**config.mk**
```make
export PLATFORM = sky130hd
export DESIGN_NAME = bg_fetch_seq
export DESIGN_NICKNAME = d
export VERILOG_FILES = /design/src/rtl/bg_fetch_pkg.sv /design/src/rtl/bg_dot_timer.sv /design/src/rtl/bg_fetch_ctrl.sv /design/src/rtl/bg_pixel_shift.sv /design/src/rtl/bg_fetch_seq.sv
export SDC_FILE = /design/constraint.sdc
export NUM_CORES = 1
export LEC_CHECK = 0
export ABC_AREA = 1
export BUFFER_PORTS_ARGS = -buffer_cell sky130_fd_sc_hd__buf_2
export CORE_MARGIN = 2
export CORE_UTILIZATION = 55
export DETAILED_ROUTE_END_ITERATION = 8
export PLACE_DENSITY_LB_ADDON = 0.15
export SLEW_MARGIN = 20
export SYNTH_ARGS = -nofsm -noshare
export SYNTH_HDL_FRONTEND = slang
export SYNTH_SLANG_ARGS = --single-unit
```
**constraint.sdc**
```tcl
create_clock -name clk -period 5.55 [get_ports clk]
set_input_delay 0.555 -clock clk [delete_from_list [all_inputs] [get_ports clk]]
set_output_delay 0.555 -clock clk [all_outputs]
set_load 0.05 [all_outputs]
```
**src/rtl/bg_fetch_pkg.sv**
```systemverilog
package bg_fetch_pkg;
   localparam int DOT_W  = 9;
   localparam int ADDR_W = 14;
   localparam int BYTE_W = 8;
   localparam int PIX_W  = 4;
   localparam int VADR_W = 15;

   typedef logic [DOT_W-1:0] dot_t;

   localparam dot_t DOT_LAST        = 9'd340;
   localparam dot_t DOT_FETCH_LAST  = 9'd256;
   localparam dot_t DOT_HCOPY       = 9'd257;
   localparam dot_t DOT_GAP_LAST    = 9'd320;
   localparam dot_t DOT_PRE_FIRST   = 9'd321;
   localparam dot_t DOT_PRE_LAST    = 9'd336;
   localparam dot_t DOT_DUMMY_FIRST = 9'd337;
   localparam dot_t DOT_VCOPY_FIRST = 9'd280;
   localparam dot_t DOT_VCOPY_LAST  = 9'd304;
   localparam dot_t DOT_SHA_FIRST   = 9'd2;
   localparam dot_t DOT_SHA_LAST    = 9'd257;
   localparam dot_t DOT_SHB_FIRST   = 9'd322;
   localparam dot_t DOT_SHB_LAST    = 9'd337;

   typedef enum logic [1:0] {
      FK_NAME = 2'd0,
      FK_ATTR = 2'd1,
      FK_PLO  = 2'd2,
      FK_PHI  = 2'd3
   } fetch_kind_e;

   // phases 1,2 -> name; 3,4 -> attr; 5,6 -> low; 7,0 -> high
   function automatic fetch_kind_e kind_of(input dot_t d);
      logic [2:0] q;
      q = d[2:0] - 3'd1;
      return fetch_kind_e'(q[2:1]);
   endfunction
endpackage

```
**src/rtl/bg_dot_timer.sv**
```systemverilog
module bg_dot_timer
   import bg_fetch_pkg::*;
#(
   parameter int LINES_VISIBLE = 240,
   parameter int LINES_TOTAL   = 262,
   localparam int LINE_W       = $clog2(LINES_TOTAL)
) (
   input  logic              clk,
   input  logic              rst_n,
   output dot_t              dot,
   output logic [LINE_W-1:0] line,
   output logic              vis_line,
   output logic              pre_line
);
   localparam logic [LINE_W-1:0] PRE_IDX  = LINE_W'(LINES_TOTAL - 1);
   localparam logic [LINE_W-1:0] LAST_VIS = LINE_W'(LINES_VISIBLE - 1);

   always_ff @(posedge clk) begin
      if (!rst_n) begin
         dot  <= '0;
         line <= PRE_IDX;
      end else if (dot == DOT_LAST) begin
         dot  <= '0;
         line <= (line == PRE_IDX) ? '0 : line + 1'b1;
      end else begin
         dot <= dot + 1'b1;
      end
   end

   assign vis_line = (line <= LAST_VIS);
   assign pre_line = (line == PRE_IDX);
endmodule

```
**src/rtl/bg_fetch_ctrl.sv**
```systemverilog
module bg_fetch_ctrl
   import bg_fetch_pkg::*;
(
   input  logic              clk,
   input  logic              rst_n,
   input  logic              render_en,
   input  dot_t              dot,
   input  logic              render_line,
   input  logic              pre_line,
   input  logic [VADR_W-1:0] cur_addr,
   input  logic              pat_sel,
   input  logic [BYTE_W-1:0] mem_data,
   output logic [ADDR_W-1:0] mem_addr,
   output logic              mem_rd,
   output logic              inc_x,
   output logic              inc_y,
   output logic              copy_h,
   output logic              copy_v,
   output logic              shift_en,
   output logic              reload,
   output logic [BYTE_W-1:0] lat_lo,
   output logic [BYTE_W-1:0] lat_hi,
   output logic [1:0]        lat_attr
);
   logic              active, in_main, in_pre, in_dummy, real_fetch, any_fetch;
   fetch_kind_e       kind;
   logic [BYTE_W-1:0] tile_q;
   logic [ADDR_W-1:0] addr_sel, plo_addr;
   logic [BYTE_W-1:0] attr_sh;

   always_comb begin
      active     = render_en && render_line;
      in_main    = (dot >= 9'd1) && (dot <= DOT_FETCH_LAST);
      in_pre     = (dot >= DOT_PRE_FIRST) && (dot <= DOT_PRE_LAST);
      in_dummy   = (dot >= DOT_DUMMY_FIRST);
      real_fetch = active && (in_main || in_pre);
      any_fetch  = real_fetch || (active && in_dummy);
      kind       = in_dummy ? FK_NAME : kind_of(dot);
      plo_addr   = {1'b0, pat_sel, tile_q, 1'b0, cur_addr[14:12]};
      unique case (kind)
         FK_NAME: addr_sel = {2'b10, cur_addr[11:0]};
         FK_ATTR: addr_sel = {2'b10, cur_addr[11:10], 4'b1111, cur_addr[9:7], cur_addr[4:2]};
         FK_PLO:  addr_sel = plo_addr;
         FK_PHI:  addr_sel = plo_addr + ADDR_W'(8);
      endcase
      mem_addr = any_fetch ? addr_sel : '0;
      mem_rd   = any_fetch && !dot[0];
      attr_sh  = mem_data >> {cur_addr[6], cur_addr[1], 1'b0};

      inc_x  = real_fetch && (dot[2:0] == 3'd0);
      inc_y  = active && (dot == DOT_FETCH_LAST);
      copy_h = active && (dot == DOT_HCOPY);
      copy_v = render_en && pre_line && (dot >= DOT_VCOPY_FIRST) && (dot <= DOT_VCOPY_LAST);

      shift_en = active && (((dot >= DOT_SHA_FIRST) && (dot <= DOT_SHA_LAST)) ||
                            ((dot >= DOT_SHB_FIRST) && (dot <= DOT_SHB_LAST)));
      reload   = shift_en && (dot[2:0] == 3'd1);
   end

   always_ff @(posedge clk) begin
      if (!rst_n) begin
         tile_q   <= '0;
         lat_lo   <= '0;
         lat_hi   <= '0;
         lat_attr <= '0;
      end else if (real_fetch && !dot[0]) begin
         unique case (kind)
            FK_NAME: tile_q   <= mem_data;
            FK_ATTR: lat_attr <= attr_sh[1:0];
            FK_PLO:  lat_lo   <= mem_data;
            FK_PHI:  lat_hi   <= mem_data;
         endcase
      end
   end
endmodule

```
**src/rtl/bg_pixel_shift.sv**
```systemverilog
module bg_pixel_shift
   import bg_fetch_pkg::*;
#(
   parameter int PLANE_W = 8,
   localparam int FX_W   = $clog2(PLANE_W)
) (
   input  logic               clk,
   input  logic               rst_n,
   input  logic               shift_en,
   input  logic               reload,
   input  logic [PLANE_W-1:0] lat_lo,
   input  logic [PLANE_W-1:0] lat_hi,
   input  logic [1:0]         lat_attr,
   input  logic [FX_W-1:0]    fine_x,
   input  logic               pix_en,
   output logic [PIX_W-1:0]   pix
);
   localparam int SH_W  = 2 * PLANE_W;
   localparam int TAP_W = $clog2(SH_W);

   logic [TAP_W-1:0]   tap;
   logic [PLANE_W-1:0] load_val [PIX_W];

   assign tap = TAP_W'(SH_W - 1) - TAP_W'(fine_x);

   always_comb begin
      load_val[0] = lat_lo;
      load_val[1] = lat_hi;
      load_val[2] = {PLANE_W{lat_attr[0]}};
      load_val[3] = {PLANE_W{lat_attr[1]}};
   end

   for (genvar g = 0; g < PIX_W; g++) begin : g_plane
      logic [SH_W-1:0] sh;
      always_ff @(posedge clk) begin
         if (!rst_n)
            sh <= '0;
         else if (shift_en)
            sh <= reload ? {sh[SH_W-2:PLANE_W-1], load_val[g]} : {sh[SH_W-2:0], 1'b0};
      end
      assign pix[g] = pix_en & sh[tap];
   end
endmodule

```
**src/rtl/bg_fetch_seq.sv**
```systemverilog
module bg_fetch_seq
   import bg_fetch_pkg::*;
#(
   parameter int LINES_VISIBLE = 240,
   parameter int LINES_TOTAL   = 262
) (
   input  logic                clk,
   input  logic                rst_n,
   input  logic                render_en,
   input  logic                pat_sel,
   input  logic [2:0]          fine_x,
   input  logic [VADR_W-1:0]   cur_addr,
   output logic [ADDR_W-1:0]   mem_addr,
   output logic                mem_rd,
   input  logic [BYTE_W-1:0]   mem_data,
   output logic                inc_x,
   output logic                inc_y,
   output logic                copy_h,
   output logic                copy_v,
   output logic                pix_valid,
   output logic [PIX_W-1:0]    pix_out
);
   localparam int LINE_W = $clog2(LINES_TOTAL);

   if (LINES_VISIBLE < 1 || LINES_TOTAL <= LINES_VISIBLE) begin : g_bad_lines
      $error("bg_fetch_seq: LINES_TOTAL must exceed LINES_VISIBLE >= 1");
   end

   dot_t              dot_w;
   logic [LINE_W-1:0] line_w;
   logic              vis_line, pre_line, shift_en, reload;
   logic [BYTE_W-1:0] lat_lo, lat_hi;
   logic [1:0]        lat_attr;

   bg_dot_timer #(.LINES_VISIBLE(LINES_VISIBLE), .LINES_TOTAL(LINES_TOTAL)) u_tmr (
      .clk(clk), .rst_n(rst_n), .dot(dot_w), .line(line_w),
      .vis_line(vis_line), .pre_line(pre_line)
   );

   bg_fetch_ctrl u_ctl (
      .clk(clk), .rst_n(rst_n), .render_en(render_en), .dot(dot_w),
      .render_line(vis_line || pre_line), .pre_line(pre_line),
      .cur_addr(cur_addr), .pat_sel(pat_sel), .mem_data(mem_data),
      .mem_addr(mem_addr), .mem_rd(mem_rd), .inc_x(inc_x), .inc_y(inc_y),
      .copy_h(copy_h), .copy_v(copy_v), .shift_en(shift_en), .reload(reload),
      .lat_lo(lat_lo), .lat_hi(lat_hi), .lat_attr(lat_attr)
   );

   assign pix_valid = render_en && vis_line && (dot_w >= DOT_SHA_FIRST) && (dot_w <= DOT_SHA_LAST);

   bg_pixel_shift #(.PLANE_W(BYTE_W)) u_shf (
      .clk(clk), .rst_n(rst_n), .shift_en(shift_en), .reload(reload),
      .lat_lo(lat_lo), .lat_hi(lat_hi), .lat_attr(lat_attr),
      .fine_x(fine_x), .pix_en(pix_valid), .pix(pix_out)
   );
endmodule

```
==> results.md, run 1 <==
- The final setup violation count is 0.
- Setup repair after global routing left no endpoint under its margin.
- The number of slew-limit violations in the final report came to 0.
- The number of max-cap violations is 0.
- The signal on the critical path passes through inv_1 -> ha_1 -> nand2_2 -> inv_2 -> o21ai_0 -> nand2_1 -> nand2_2 -> nand2_4 -> o21ai_4 -> a21oi_1 -> buf_2.
- After synthesis, the mean cell area works out to 6.90 sq um.
- The area enclosed by the die boundary is 11,100 sq um.
- The biggest fanout along the worst timing path is 42.
- Once the floorplan was initialized, standard cells occupied 55.7% of the core.
- Post-CTS repair changed the size of 0 cells.
- The total power divided by cell area is 265 nW/um^2.
- The most common cell type on the critical path is sky130_fd_sc_hd__nand2_2.
- The path type of the worst setup path is register to output pin.
- The setup clock skew after layout is 0.00997 ns.
- In this run the cell area measured after placement is 5860 sq um.
- The flow ran to the end, and the final reports show no timing, DRC or antenna violations.
- The clock network latency to the later pin of the worst-skew pair is 0.38 ns.
- The count of final hold-check violations is 0.
- The number of DRC violations after detailed routing is 0.
- The total power is 1.60 mW.
- In this run the tightest slew margin relative to its limit is 48.4%.
- The initial antenna violation count is 0.
- For this run, the detailed router's first-pass iteration total came to 5.
- For this run, the post-layout net count is 883.
- TritonCTS built the clock tree.
- In this run the count of I/O pins placed on the die edge is 54.
- After detailed routing, the total wire length is 12.3 mm.
- The maximum number of pins on one net before global-route repair is 82.
- The width of the die is 106 um.
- Counting every net in the synthesized netlist gives 858.
- In the routed layout, each cell is associated on average with a via count of 5.26.
- The worst supply voltage drop on vdd is 0.154 mV.
- The most common library cell in the layout ignoring fill and taps is sky130_fd_sc_hd__nand2_1.
- For the worst setup path, the data arrival time is 2.99 ns.
- The first routing iteration left 325 violations.
- Setup total negative slack on the finished layout was measured at 0 ns.
- In this run the vertical extent of the chip is 106 um.
- The core footprint is 10,200 sq um.
- The multi-input combinational cells in the finished layout cover a total of 2880 sq um.
- The sort of element at the end of the critical path is an output pin.
- The portion of the clock cycle consumed by the worst path in the final layout is 63.9%.
- The repair_antennas step left the layout with diodes totalling 0.
- The classification of the worst-slack hold path is primary input to register.
- The first-pass GRT wire length is 21.1 mm.
- The slew of the pin with the lowest slew margin is 0.771 ns.
- STA puts the critical path data required time at 4.99 ns.
- The largest individual stage delay along the critical path comes from the cell sky130_fd_sc_hd__nand2_2.
- The total setup buffers inserted after CTS is 0.
- In this run the static leakage power is 2.78 nW.
- The routed design could run at a clock period as short as 3.55 ns.
- The clock root buffer is sky130_fd_sc_hd__clkbuf_8.
- The worst setup path is launched from a register.
- The routed length per placed instance is 12.5 um.
- The sequential cells in the finished layout cover a total of 2160 sq um.
- The post-synthesis to final-layout area growth is 6.62%.
- For this run, the slowest stage of the critical path takes 0.54 ns.
- Cells with a size suffix above 1 make up 13.4% of the layout.
- The cell area after synthesis is 5670 sq um.
- The fmax is 282 MHz.
- The HPWL after detailed placement is 8.17 mm.
- The TritonCTS buffer count is 9.
- For this run, the total global-route usage over all layers was measured as 22.7%.
- The number of hold buffers added after CTS was 0.
- The post-synthesis instance total is 822.
- The clock tree synthesis step divided the H-tree into 3 levels.
- The final route contains 5,198 vias.
- Summing the sequential cell areas from Yosys gives 38.1% of the chip area.
- The total number of placement rows is 37.
- The buffer depth of the longest clock path is 2.
- The count of unique library cells instantiated by Yosys is 42.
- The last weighted congestion value of the routability-driven placer is 0.900.
- The via count of the first global-routing pass is 4,686.
- The warning count from the yosys run is 0.
- After routing the design area is 6040 sq um.
- Input and output buffers added on the ports amount to 53.
- The global route total overflow is 0.
- The tree built by TritonCTS fans out to 108 sinks.
- After clock tree synthesis, the clock-pin slew on the worst setup and hold paths is 0.11 ns.
- The count of antenna-violating nets left after detailed routing is 0.
- Counting flops and latches in the post-synthesis netlist gives 108.
- In the layout the commonest cells are sky130_fd_sc_hd__nand2_1, sky130_fd_sc_hd__nor2_1, sky130_fd_sc_hd__dfxtp_1.
- The filler cell count is 1,001.
==> sequential cells by signal (all words and copies together), names as in the netlist <==
register / cells
u_ctl.lat_hi: 8
u_ctl.tile_q: 8
u_tmr.dot: 9
u_ctl.lat_lo: 8
u_shf.g_plane.sh: 64
u_tmr.line: 9
u_ctl.lat_attr: 2
==> worst paths after layout <==
kind	slack, ns	from	to	depth (start not counted)
setup / recovery	2.00	u_tmr.dot[1]	mem_addr[10]	11
hold / removal	0.44	mem_data[5]	u_ctl.lat_lo[5]	3
setup reg to reg	2.21	u_tmr.dot[0]	u_shf.g_plane[0].sh[14]	11
hold reg to reg	0.47	u_shf.g_plane[1].sh[15]	u_shf.g_plane[1].sh[15]	2
==> synth_stat cells, drive strengths merged <==
library cell | n | area share, %
buf | 29 | 3.9
a31oi | 4 | 0.44
clkbuf | 14 | 0.93
nand4 | 28 | 4.3
nor2 | 117 | 8.1
a22oi | 2 | 0.26
and3 | 5 | 0.55
o22ai | 6 | 0.66
o211ai | 9 | 1.3
nand2 | 208 | 15
clkinv | 2 | 0.13
a21oi | 65 | 5.7
inv | 89 | 6.0
xor2 | 6 | 0.93
o32ai | 1 | 0.15
o221ai | 1 | 0.15
nor4 | 3 | 0.33
nand3 | 51 | 5.0
o21ai | 45 | 4.2
o21bai | 1 | 0.13
dfxtp | 108 | 38
ha | 6 | 1.3
nor3 | 21 | 2.6
nor3b | 1 | 0.13
==> per-layer routing <==
layer	global-route usage [%]	part of all wire, %
met4	8.46	1.6
met5	0	0
met2	37.4	48
met3	2.78	3.7
met1	30.6	46
==> cells by family (layout without fill, tap and decap cells) <==
logic type / after synthesis / in the layout / share of synthesized area (%)
buf+inv: 134 / 164 / 11.0
simple gates: 434 / 434 / 35.6
xor+xnor: 6 / 6 / 0.927
compound gates: 134 / 134 / 13.0
fa+ha+maj: 6 / 6 / 1.32
flops: 108 / 108 / 38.1
==> layout make-up <==
class,instances,area share (%)
Clock inverter,6,0.932
Inverter,91,5.78
Tap cell,136,2.82
Sequential cell,108,35.8
Multi-Input combinational cell,580,47.7
Timing Repair Buffer,57,4.89
Clock buffer,10,2.11
==> power breakdown <==
part           internal [mW]  leakage [nW]  switching [mW]  total [mW]
registers              0.809         0.875          0.0183       0.827
clock network          0.173        0.0909           0.291       0.464
logic                 0.0855          1.82           0.228       0.313
==> worst max-delay path: cells and delay by family (launching register included) <==
kind | cells | cell delay, ns
fa+ha+maj | 1 | 0.21
compound gates | 3 | 0.69
simple gates | 4 | 0.82
flops | 1 | 0.37
buf+inv | 3 | 0.50
==> per-stage QoR <==
stage	hold slack (ns)	setup slack (ns)	utilization (%)	std cells
final	0.444	2.00	59.3	988
after global routing	0.463	1.70	59.3	988
after CTS	0.441	1.99	59.3	988
after detailed placement	0.457	2.22	57.5	972
after global placement	0.450	2.35	57.5	972
after floorplan	0.439	2.56	-	822
(Power assumes the default switching activity.)
==> inputs of run 2 (changes only) <==
--- a/config.mk
+++ b/config.mk
@@ -8,7 +8,7 @@
 export ABC_AREA = 1
 export BUFFER_PORTS_ARGS = -buffer_cell sky130_fd_sc_hd__buf_2
 export CORE_MARGIN = 2
-export CORE_UTILIZATION = 55
+export CORE_UTILIZATION = 54
 export DETAILED_ROUTE_END_ITERATION = 8
 export PLACE_DENSITY_LB_ADDON = 0.15
 export SLEW_MARGIN = 20
==> constraint.sdc (replaced) <==
create_clock -name clk -period 3.2 [get_ports clk]
set_input_delay 0.32 -clock clk [delete_from_list [all_inputs] [get_ports clk]]
set_output_delay 0.32 -clock clk [all_outputs]
set_load 0.05 [all_outputs]
==> run 2 against run 1 <==
Against the previous run:
- register-to-register slack worse by 1.7 ns
- flip-flop and latch count stayed put
- die area up 1.8%
- global-route usage is 0.12 points lower
- sequential power rose by 73%
- sequential share of layout area about the same
- cell area rose by 0.12%
- worst setup slack worse by 1.8 ns
- first-iteration DRC count unchanged
- non-clock buffer count rose by 2
- critical path type unchanged
- largest power group unchanged
==> results.md, run 2 (same netlist as run 1, synthesis figures left out) <==
- The number of DRC violations after detailed routing is 0 (unchanged).
- The I/O pin total is 54 (unchanged).
- The least setup slack across all paths after layout was 0.214 ns (-1.79 ns).
- The worst path required time is 2.88 ns (-2.11 ns).
- The area enclosed by the die boundary came to 11,300 sq um (+1.8%).
- The final net count was 885 (+0.23%).
- The time the final worst path needs with I/O delays and setup is 2.99 ns.
- The tree is rooted in a sky130_fd_sc_hd__clkbuf_8.
- The worst setup path is captured at an output pin.
- The number of cells in the design after placement came to 974 (+0.21%).
- The routed wire length was 12.6 mm (+2.4%).
- The detailed-router iteration count before antenna repair is 5 (unchanged).
- The final critical path takes up 93.3% of the cycle.
- The leakage component of the power was 2.79 nW (+0.20%).
- The initial antenna violation count is 0 (unchanged).
- In the final layout, the registers with the most flip-flops are u_shf.g_plane.sh (64), u_tmr.dot (9), u_tmr.line (9).
- The minimum setup slack after placement was 0.542 ns (-1.68 ns).
- The signal on the critical path passes through inv_4 -> ha_1 -> ha_1 -> inv_1 -> o211ai_2 -> inv_1 -> o22ai_1 -> nor2_1 -> buf_2.
- The critical path in this run is classified as register to output pin.
- The worst relative slew slack is 48.7% (+0.32 points).
- The TritonCTS buffer count is 9 (unchanged).
- The utilization of the core after routing was 58.9% (-0.46 points).
- The number of max-cap violations was 0 (unchanged).
- The classification of the worst-slack hold path is primary input to register.
- The number of gates resized after CTS is 0 (unchanged).
- The buffer depth of the longest clock path was 2 (unchanged).
- The core footprint is 10,300 sq um (+0.91%).
- Derived from the worst setup path, the maximum achievable clock frequency is 335 MHz.
- The die span in y is 106 um (+0.89%).
- The global route total overflow is 0 (unchanged).
- The last weighted congestion value of the routability-driven placer is 0.940 (+4.4%).
- The total setup buffers inserted after CTS is 0 (unchanged).
- The number of sinks driven by the clock tree came to 108 (unchanged).
- The total track usage is 22.6% (-0.12 points).
- STA classifies the critical path startpoint as a register.
- The final setup violation count is 0 (unchanged).
- The slew of the pin with the lowest slew margin is 0.769 ns (-0.00208 ns).
- The setup clock skew after layout is 0.0117 ns (+0.00173 ns).
- The maximum number of pins on one net before global-route repair is 82 (unchanged).
- The setup TNS is 0 ns (unchanged).
- The count of antenna-violating nets left after detailed routing came to 0 (unchanged).
- The share of final-layout standard cells stronger than drive strength 1 was 13.6% (+0.22 points).
- The width of the die came to 106 um (+0.89%).
- The count of placed standard cells in the final layout, fillers left out was 989 (+0.10%).
- The total vias in the final route is 5,223 (+0.48%).
- The register with the most flip-flops in the final layout is u_shf.g_plane.sh.
- In this design, the largest share of critical-path delay is due to buffers and inverters.
- The number of slew-limit violations in the final report is 0 (unchanged).
- The via count of the first global-routing pass was 4,788 (+2.2%).
- The run finished with clean final reports.
- Relative to the synthesized area, the layout overhead comes to 6.75%.
- The detail-routed via count per cell came to 5.28 (+0.38%).
- The first-pass GRT wire length is 21.1 mm (about the same).
- The biggest fanout along the worst timing path was 8 (-81%).
- In the layout the commonest cells are sky130_fd_sc_hd__nand2_1, sky130_fd_sc_hd__nor2_1, sky130_fd_sc_hd__dfxtp_1.
- The total number of placement rows is 37 (unchanged).
- The worst supply voltage drop on vdd was 0.292 mV (+89%).
- The number of flip-flops under the largest register name is 64 (unchanged).
- The final antenna diode count was 0 (unchanged).
- The buffer and inverter count on the worst path is 4 (+1).
- Setup repair after global routing left no endpoint under its margin.
- The routed length per placed instance is 12.8 um (+2.3%).
- The placed wire-length estimate after detailed placement came to 8.46 mm (+3.6%).
- The clock network latency to the later pin of the worst-skew pair is 0.38 ns (about the same).
- The total power divided by cell area came to 455 nW/um^2 (+71%).
- The most common library cell in the layout ignoring fill and taps is sky130_fd_sc_hd__nand2_1.
- The worst path arrival time is 2.67 ns (-0.32 ns).
- The CTS H-tree depth is 3 (unchanged).
- The post-CTS clock slew at the launch and capture registers of the worst setup and hold paths came to 0.09 ns (-0.02 ns).
- The port buffer count is 53 (unchanged).
- The filler cell count is 1,000 (-0.10%).
- The count of hold buffers inserted by post-cts repair is 0 (unchanged).
- The first-iteration detailed-routing DRC count is 325 (unchanged).
- The count of final hold-check violations came to 0 (unchanged).
- The cell type of the slowest stage on the worst timing path is sky130_fd_sc_hd__dfxtp_1.
- The effective utilization at floorplan is 55.1% (-0.50 points).
- The TritonCTS clock tree is built.
- The critical path's largest stage delay was 0.49 ns (-0.05 ns).
==> run 2: final timing paths <==
check | from | endpoint | slack [ns] | cells after the start
setup / recovery | u_tmr.dot[0] | mem_addr[6] | 0.21 | 9
hold reg to reg | u_ctl.lat_hi[0] | u_shf.g_plane[1].sh[0] | 0.47 | 2
setup reg to reg | u_tmr.dot[0] | u_shf.g_plane[0].sh[13] | 0.50 | 10
hold / removal | mem_data[5] | u_ctl.lat_hi[5] | 0.22 | 3
==> run 2: metal layers <==
metal,vias up,share of wire (%),track usage (%)
li1,2705,-,-
met1,2401,47,27.5
met2,108,48,40.0
met3,9,4.1,5.15
met4,0,0.93,6.49
met5,-,0,0
==> run 2: cell type report <==
class	count	area [sq um]	share of cell area, %
clock buffers	11	151	2.50
clock inverters	4	25.0	0.414
multi-input cells	580	2880	47.6
flip-flops and latches	108	2160	35.7
repair buffers	59	310	5.13
well taps	136	170	2.81
inverters	91	349	5.77
==> run 2: tightest hold or removal path: stages <==
cell,delay [ns]
sky130_fd_sc_hd__buf_2,0.11
sky130_fd_sc_hd__nor2_1,0.05
sky130_fd_sc_hd__nor2_1,0.08
==> run 2: metrics by stage <==
step	hold slack [ns]	cell area [sq um]	total power, mW
after floorplan	0.439	5670	1.91
after global routing	0.232	6050	2.89
after global placement	0.450	5870	2.00
after detailed placement	0.457	5870	2.01
after CTS	0.202	6050	2.78
final	0.224	6050	2.75
==> run 2: power by group <==
group / internal, mW / leakage (nW) / switching (mW) / total, mW
clock network: 0.319 / 0.0872 / 0.448 / 0.767
logic: 0.151 / 1.83 / 0.402 / 0.552
registers: 1.40 / 0.875 / 0.0295 / 1.43
